--- config.mk ---
export PLATFORM = sky130hd
export DESIGN_NAME = regacc_decoder
export DESIGN_NICKNAME = d
export VERILOG_FILES = /design/src/rtl/regacc_pkg.sv /design/src/rtl/regacc_win_match.sv /design/src/rtl/regacc_alias_gate.sv /design/src/rtl/regacc_decoder.sv
export SDC_FILE = /design/constraint.sdc
export NUM_CORES = 1
export LEC_CHECK = 0
export ABC_CLOCK_PERIOD_IN_PS = 2400
export BUFFER_PORTS_ARGS = -buffer_cell sky130_fd_sc_hd__buf_2
export CAP_MARGIN = 20
export CORE_MARGIN = 3
export CORE_UTILIZATION = 30
export DETAILED_ROUTE_END_ITERATION = 10
export PLACE_DENSITY = 0.74
export SETUP_SLACK_MARGIN = 0.2
export SLEW_MARGIN = 10
export SYNTH_ARGS = -nofsm -noshare
export SYNTH_HDL_FRONTEND = slang
export SYNTH_SLANG_ARGS = --single-unit
--- constraint.sdc ---
create_clock -name clk -period 2.4 [get_ports clk]
set_input_delay 0.24 -clock clk [delete_from_list [all_inputs] [get_ports clk]]
set_output_delay 0.24 -clock clk [all_outputs]
set_load 0.01 [all_outputs]
--- src/rtl/regacc_pkg.sv ---
package regacc_pkg;

    typedef enum logic [1:0] {
        PATH_NONE    = 2'd0,
        PATH_DIRECT  = 2'd1,
        PATH_ALIAS   = 2'd2,
        PATH_THERMAL = 2'd3
    } path_e;

    function automatic int max3(input int a, input int b, input int c);
        int m;
        m = (a > b) ? a : b;
        return (m > c) ? m : c;
    endfunction

endpackage

--- src/rtl/regacc_win_match.sv ---
module regacc_win_match #(
    parameter int ADDR_W = 40,
    parameter int WIN_W  = 15
) (
    input  logic [ADDR_W-1:0] addr,
    input  logic [ADDR_W-1:0] base,
    output logic              hit,
    output logic [WIN_W-1:0]  offset
);
    // Naturally aligned window: only bits above the window size are compared.
    assign hit    = (addr[ADDR_W-1:WIN_W] == base[ADDR_W-1:WIN_W]);
    assign offset = addr[WIN_W-1:0];
endmodule

--- src/rtl/regacc_alias_gate.sv ---
module regacc_alias_gate #(
    parameter int          GFX_WIN_W = 22,
    parameter int          ALIAS_W   = 14,
    parameter logic [31:0] ALIAS_LO  = 32'h0001_0000,
    parameter int          FUNC_W    = 3
) (
    input  logic                 cyc_ok,
    input  logic                 gfx_hit,
    input  logic [GFX_WIN_W-1:0] gfx_off,
    input  logic                 gfx_en,
    input  logic                 gfx_mem_en,
    input  logic [FUNC_W-1:0]    func,
    input  logic                 write,
    input  logic                 reg_en,
    output logic                 match,
    output logic                 refuse,
    output logic [ALIAS_W-1:0]   alias_off
);
    localparam logic [GFX_WIN_W-1:0] LO  = GFX_WIN_W'(ALIAS_LO);
    localparam logic [GFX_WIN_W-1:0] HI  = GFX_WIN_W'(ALIAS_LO + (32'd1 << ALIAS_W) - 32'd1);

    logic                 in_win;
    logic [GFX_WIN_W-1:0] rel;

    assign in_win    = gfx_hit && (gfx_off >= LO) && (gfx_off <= HI);
    assign rel       = gfx_off - LO;
    assign alias_off = rel[ALIAS_W-1:0];
    assign match     = cyc_ok && in_win && gfx_en && gfx_mem_en && (func == '0);
    // With the register base disabled the alias is read-only.
    assign refuse    = match && write && !reg_en;
endmodule

--- src/rtl/regacc_decoder.sv ---
module regacc_decoder
    import regacc_pkg::*;
#(
    parameter int          ADDR_W    = 40,
    parameter int          REG_WIN_W = 15,
    parameter int          GFX_WIN_W = 22,
    parameter int          TM_WIN_W  = 12,
    parameter int          ALIAS_W   = 14,
    parameter logic [31:0] ALIAS_LO  = 32'h0001_0000,
    parameter int          FUNC_W    = 3,
    parameter int          OFF_W     = max3(REG_WIN_W, ALIAS_W, TM_WIN_W)
) (
    input  logic              clk,
    input  logic              rst,
    input  logic              req_valid,
    input  logic              req_mem,
    input  logic              req_write,
    input  logic [ADDR_W-1:0] req_addr,
    input  logic [FUNC_W-1:0] req_func,
    input  logic              cfg_reg_en,
    input  logic [ADDR_W-1:0] cfg_reg_base,
    input  logic              cfg_gfx_en,
    input  logic              cfg_gfx_mem_en,
    input  logic [ADDR_W-1:0] cfg_gfx_base,
    input  logic [ADDR_W-1:0] cfg_tm_base,
    output logic [1:0]        out_sel,
    output logic [OFF_W-1:0]  out_offset,
    output logic              out_allow,
    output logic              out_reject
);
    typedef struct packed {
        path_e            path;
        logic [OFF_W-1:0] offset;
        logic             allow;
        logic             reject;
    } decode_t;

    logic                 cyc_ok;
    logic                 reg_hit, gfx_hit, tm_hit;
    logic [REG_WIN_W-1:0] reg_off;
    logic [GFX_WIN_W-1:0] gfx_off;
    logic [TM_WIN_W-1:0]  tm_off;
    logic                 al_match, al_refuse;
    logic [ALIAS_W-1:0]   al_off;
    decode_t              nxt, cur;

    assign cyc_ok = req_valid && req_mem;

    regacc_win_match #(.ADDR_W(ADDR_W), .WIN_W(REG_WIN_W)) u_reg_win (
        .addr(req_addr), .base(cfg_reg_base), .hit(reg_hit), .offset(reg_off));

    regacc_win_match #(.ADDR_W(ADDR_W), .WIN_W(GFX_WIN_W)) u_gfx_win (
        .addr(req_addr), .base(cfg_gfx_base), .hit(gfx_hit), .offset(gfx_off));

    regacc_win_match #(.ADDR_W(ADDR_W), .WIN_W(TM_WIN_W)) u_tm_win (
        .addr(req_addr), .base(cfg_tm_base), .hit(tm_hit), .offset(tm_off));

    regacc_alias_gate #(
        .GFX_WIN_W(GFX_WIN_W), .ALIAS_W(ALIAS_W),
        .ALIAS_LO(ALIAS_LO), .FUNC_W(FUNC_W)
    ) u_alias (
        .cyc_ok(cyc_ok), .gfx_hit(gfx_hit), .gfx_off(gfx_off),
        .gfx_en(cfg_gfx_en), .gfx_mem_en(cfg_gfx_mem_en), .func(req_func),
        .write(req_write), .reg_en(cfg_reg_en),
        .match(al_match), .refuse(al_refuse), .alias_off(al_off));

    // Priority: direct, then alias (which may refuse), then thermal.
    always_comb begin
        nxt = '{path: PATH_NONE, offset: '0, allow: 1'b0, reject: 1'b0};
        if (cyc_ok && cfg_reg_en && reg_hit) begin
            nxt.path   = PATH_DIRECT;
            nxt.offset = OFF_W'(reg_off);
            nxt.allow  = 1'b1;
        end else if (al_match) begin
            if (al_refuse) begin
                nxt.reject = 1'b1;
            end else begin
                nxt.path   = PATH_ALIAS;
                nxt.offset = OFF_W'(al_off);
                nxt.allow  = 1'b1;
            end
        end else if (cyc_ok && tm_hit) begin
            nxt.path   = PATH_THERMAL;
            nxt.offset = OFF_W'(tm_off);
            nxt.allow  = 1'b1;
        end
    end

    always_ff @(posedge clk) begin
        if (rst) begin
            cur <= '{path: PATH_NONE, offset: '0, allow: 1'b0, reject: 1'b0};
        end else begin
            cur <= nxt;
        end
    end

    assign out_sel    = cur.path;
    assign out_offset = cur.offset;
    assign out_allow  = cur.allow;
    assign out_reject = cur.reject;
endmodule

Word level (Yosys, flattened, before mapping):

Index checks and enable logic that the tools add are counted.

* flip-flop bits (word level): 19
* input bits: 171
* logic and storage cells: 33

* muxes and demuxes: 5
* order comparisons: 2
* $add $sub $neg: 1
* reductions and logical operators: 16
* bitwise logic cells: 1
* equal/unequal tests: 3

Operators with widths (number)
* 18-bit 2-to-1 mux: 3
* 28-bit equality test: 1
* 25-bit equality test: 1
* 22-bit by 17-bit >= comparator with 1-bit output (second input constant): 1
* 22-bit by 17-bit less-or-equal comparator with 1-bit output (second input constant): 1
* 18-bit equality test: 1
* 17-bit 2-to-1 mux: 1
* 14-bit by 1-bit subtractor with 14-bit output (second input constant): 1
* 1-bit logical AND: 12
* 3-bit logical NOT: 1
* 3-bit OR reduction: 1
* 2-bit OR reduction: 1
* 1-bit logical NOT: 1
* 1-bit 2-to-1 mux: 1
* 1-bit NOT: 1

Depth between registers and ports, before layout:

* depth in word-level cells: 12
* mapped depth: 7
* gate-level depth less buffers: 5

By module:

Synthesis repeated with hierarchy kept, for this count alone.

* cell total of the unflattened synthesis: 229
* area, all modules: 2047.0 µm²

By module, submodules not included
* regacc_decoder: cells an instance 64, times used 1, area each 735.7 µm², seq. area each 380.4 µm²
* regacc_win_match at u_tm_win: cells an instance 49, times used 1, area each 397.9 µm², seq. area each 0.0 µm²
* regacc_win_match at u_reg_win: cells an instance 49, times used 1, area each 390.4 µm², seq. area each 0.0 µm²
* regacc_win_match at u_gfx_win: cells an instance 46, times used 1, area each 365.4 µm², seq. area each 0.0 µm²
* regacc_alias_gate: cells an instance 21, times used 1, area each 157.7 µm², seq. area each 0.0 µm²

Worst setup path after synthesis:

Ideal clock, no wire load.

* kind: input-to-reg
* start point: input req_addr[16]
* end point: register cur, in the netlist out_offset[4]
* buffers on the path: 2
* setup slack: 0.551 ns
* setup time: 0.092 ns
* data required time: 2.308 ns
* stages on the path: 7
* arrival: 1.757 ns
* cells stage by stage: xnor2_1 -> nand4_1 -> or4_1 -> or3_1 -> buf_6 -> buf_8 -> a311oi_4

* longest elaborated chain between the ends: 12
* elaborated cells on any way between the ends: 18
* those cells by class: 2 x order compare; 2 x eq/ne; 4 x mux; 10 x reduce/logical

RTL lines
* start: declaration: RTL line regacc_decoder.sv:18 `input logic [ADDR_W-1:0] req_addr,`
* 22-bit by 17-bit >= comparator with 1-bit output: RTL line regacc_alias_gate.sv:25 `assign in_win = gfx_hit && (gfx_off >= LO) && (gfx_off <= HI);`
* 1-bit logical AND (2 in series): RTL line regacc_alias_gate.sv:25
* 1-bit logical AND (4 in series): RTL line regacc_alias_gate.sv:28 `assign match = cyc_ok && in_win && gfx_en && gfx_mem_en && (func == '0);`
* 1-bit logical AND (2 in series): RTL line regacc_alias_gate.sv:30 `assign refuse = match && write && !reg_en;`
* 18-bit 2-to-1 mux: RTL line regacc_decoder.sv:75 `if (al_refuse) begin`
* 18-bit 2-to-1 mux: RTL line regacc_decoder.sv:74 `end else if (al_match) begin`
* 17-bit 2-to-1 mux *: RTL line regacc_decoder.sv:70 `if (cyc_ok && cfg_reg_en && reg_hit) begin`
* end signal: assignment: RTL line regacc_decoder.sv:91 `cur <= '{path: PATH_NONE, offset: '0, allow: 1'b0, reject: 1'b0};`
* end signal: assignment: RTL line regacc_decoder.sv:93 `cur <= nxt;`
* end: declaration: RTL line regacc_decoder.sv:45 `decode_t nxt, cur;`

Mark *: on every way between the ends. The rest lies on a longest branch, timed or not.
A chain may end at the register's enable or synchronous reset.

Worst setup path after layout:

* start point: input req_addr[24]
* end point: register cur, in the netlist out_offset[6]

* longest elaborated chain between the ends: 12
* elaborated cells on any way between the ends: 17
* those cells by class: 3 x eq/ne; 4 x mux; 10 x reduce/logical

RTL lines
* 18-bit equality test: RTL line regacc_win_match.sv:11 `assign hit = (addr[ADDR_W-1:WIN_W] == base[ADDR_W-1:WIN_W]);`
* 1-bit logical AND (2 in series): RTL line regacc_alias_gate.sv:25
* 1-bit logical AND (4 in series): RTL line regacc_alias_gate.sv:28
* 1-bit logical AND (2 in series): RTL line regacc_alias_gate.sv:30
* 18-bit 2-to-1 mux: RTL line regacc_decoder.sv:75
* 18-bit 2-to-1 mux: RTL line regacc_decoder.sv:74
* 17-bit 2-to-1 mux *: RTL line regacc_decoder.sv:70

Marked as above.

==> results by group <==
Status
  – Outcome: finished, final reports clean

Final layout
  – Fillers: 485
  – Layout cells sized above 1: 49.8%
  – Final cell count without fillers: 374
  – P&R area growth vs syn: 51.4%
  – Multi-input logic area: 1060 um2
  – Reg area: 380 um2
  – Ant diodes: 0
  – Final nets: 479
  – Most frequent cells in the layout: buf_2, xnor2_1, xor2_1
  – Commonest non-fill, non-tap cell in the layout: buf_2

Timing
  – Fin crit period: 1920 ps
  – Fin Setup TNS: 0 ps
  – F_max: 520 MHz
  – Max Slew Vio Count: 0
  – Slew @ Worst Pin: 610 ps
  – Slew headroom: 59.3%
  – Hold Vio Cnt, Final: 0
  – Tcrit/Tclk final: 80.1%
  – RSZ-0062 raised after global routing: no
  – # setup viols final: 0
  – Worst setup margin: 477 ps

Critical path
  – Crit. End Element: flop
  – Critical-path cell list: buf_2, xnor2_1, nand4_1, or4_1, a211o_1, a311oi_2
  – Type of the worst setup path: input port to flop
  – Critical Path AT: 2080 ps
  – CP peak stage delay: 520 ps
  – Req. time, crit path: 2560 ps
  – WP depth: 6
  – Buf+Inv Stages, Crit Path: 1
  – CP startpoint kind: input port
  – CP delay by family, top: compound AO/OA/AOI/OAI gates
  – Worst Setup EP: out_offset[6]$_SDFF_PP0_
  – Max stage delay cell, worst path: or4_1
  – Crit Path Max Fanout: 15
  – Crit. Startpoint: req_addr[24]

Yosys
  – Multiplexer area fraction after synthesis: 0%
  – Post-Syn Area: 1550 um2
  – Synth Register Bits: 19
  – EDFF count, synth: 0
  – Syn Area/Cell: 9.25 um2
  – Synth top area cells: xnor2_1, dfxtp_1, xor2_1
  – Post-Synth Simple-Gate Area: 15.2%
  – Synth Area in Adders: 0%
  – Ys flop type: dfxtp_1
  – Ys Warns: 0
  – Post-synth top area cell: xnor2_1
  – Top cell type's share of synthesized area: 27.2%
  – Mapped Cells: 167
  – Post-Synth XOR/XNOR Area: 40.2%
  – Synth async-reset ratio: 0%
  – Main combinational cell family by area after synthesis: XOR/XNOR gates
  – Sequential-to-total area share from yosys stat: 24.6%
  – Syn nets: 338
  – Unique masters post-synth: 30
  – Synth Area in Compound Gates: 13.3%

Global route
  – Vias in the first global route: 1727
  – GRT Util Overall: 17.1%
  – Wire length of the first global-routing pass: 8230 um
  – Initial antenna violation count: 0
  – GRT overflow: 0
  – Largest net degree at the start of global routing: 20

Place
  – Estimated wirelength of the detail-placed design: 4730 um
  – Pre-CTS worst setup slack: 202 ps
  – Buffers added on ports: 140
  – Placed cell count: 370
  – Gpl congestion: 0.836

Power and ir drop
  – Power share of the combinational group: 33.9%
  – VDD IR-drop max: 165 uV
  – Total Power: 0.000795 W
  – Leakage: 1.09 nW
  – Switching Share: 26.9%
  – Pint: 0.000581 W
  – Part of the power in registers: 39.6%
  – Power Density: 340 nW/um2
  – Clock power share: 26.5%
  – Switching pwr: 0.000214 W

Route
  – Iteration-0 DRC Markers: 34
  – DR DRC count: 0
  – Routed wire length: 5300 um
  – Vias per cell: 4.56
  – DRT antenna net count: 0
  – First-pass DRT Iterations: 4
  – Routed WL per cell: 14.2 um
  – Vias: 1705

Job
  – Total of max-cap violations: 0

Clocking
  – CTS Hold Bufs: 0
  – Post-CTS sizing: 0
  – CTS Buffer Depth: 2
  – H-Tree Depth: 1
  – Reg clk slew, reported paths: 70 ps
  – CTS tree: built
  – Sink Count: 19
  – Setup bufs post-CTS: 0
  – Root Buffer: clkbuf_8
  – Num CTS Buffers: 3

Die
  – Initial Utilization: 31.9%
  – # IOs: 190
  – Area of the core: 4850 um2
  – Die area: 6050 um2
  – Vert. Die Dim: 77.8 um
  – FP Rows: 25
  – Die X: 77.8 um

Min path
  – HP Class: input port to flop
per-stage QoR:
stage               util (%)  hold slack (ps)  cell area [um2]
floorplan                  -              352             1550
global placement        47.3              467             2290
detailed placement      47.3              464             2290
CTS                     48.3              200             2340
global route            48.3              206             2340
finish                  48.3              205             2340
synthesized netlist by cell type, drive strengths merged (2+ instances only):
cell	instances
a211oi	3
a311oi	12
buf	5
dfxtp	19
inv	14
nand2	3
nand3	3
nand4	13
nor3	5
nor4	6
or4	2
xnor2	48
xor2	23
area by class of cell:
cell class	count	share of cell area, %
clock buffer	4	1.93
tap	67	3.58
sequential	19	16.3
multi-input combinational	128	45.4
timing repair buffer	142	30.6
inverter	14	2.25
metal layers:
| layer | global-route usage [%] | vias up | share of wire, % |
|---|---|---|---|
| met1 | 21.5 | 745 | 42 |
| met2 | 30.8 | 92 | 50 |
| met3 | 3.02 | 2 | 8.1 |
| met4 | 2.67 | 0 | 0.42 |
| li1 | - | 866 | - |
| met5 | 0 | - | 0 |
power groups by stage:
| stage | Sequential [W] | Combinational (W) | Clock [W] |
|---|---|---|---|
| 4_1_cts | 0.000315 | 0.000273 | 0.000220 |
| 3_3_place_gp | 0.000322 | 0.000268 | 0 |
| 2_1_floorplan | 0.000322 | 0.000120 | 0 |
| 6_report | 0.000315 | 0.000270 | 0.000210 |
| 3_5_place_dp | 0.000322 | 0.000272 | 0 |
| 5_1_grt | 0.000315 | 0.000300 | 0.000238 |
worst min-delay path by stage:
stage                               endpoint         from  cells after the start
detailed placement  out_offset[2]$_SDFF_PP0_  req_addr[2]                      3
finish              out_offset[1]$_SDFF_PP0_  req_addr[1]                      3
CTS                 out_offset[2]$_SDFF_PP0_  req_addr[2]                      3
global route        out_offset[7]$_SDFF_PP0_  req_addr[7]                      3
floorplan           out_offset[0]$_SDFF_PP0_  req_addr[0]                      2
global placement    out_offset[2]$_SDFF_PP0_  req_addr[2]                      3
cell families (layout without fill, tap and decap cells):
logic type      count (synthesis)  in the layout
buf+inv                        20            160
xor+xnor                       71             71
flops                          19             19
compound gates                 19             19
simple gates                   38             38
worst min-delay path, stage by stage:
cell	delay, ps
buf_2	90
inv_1	40
a311oi_1	30
state kept, by name (all words and copies together) (netlist names):
name / count
out_allow: 1
out_sel: 2
out_reject: 1
out_offset: 15
Note: power is estimated with default switching activity, not from simulation.
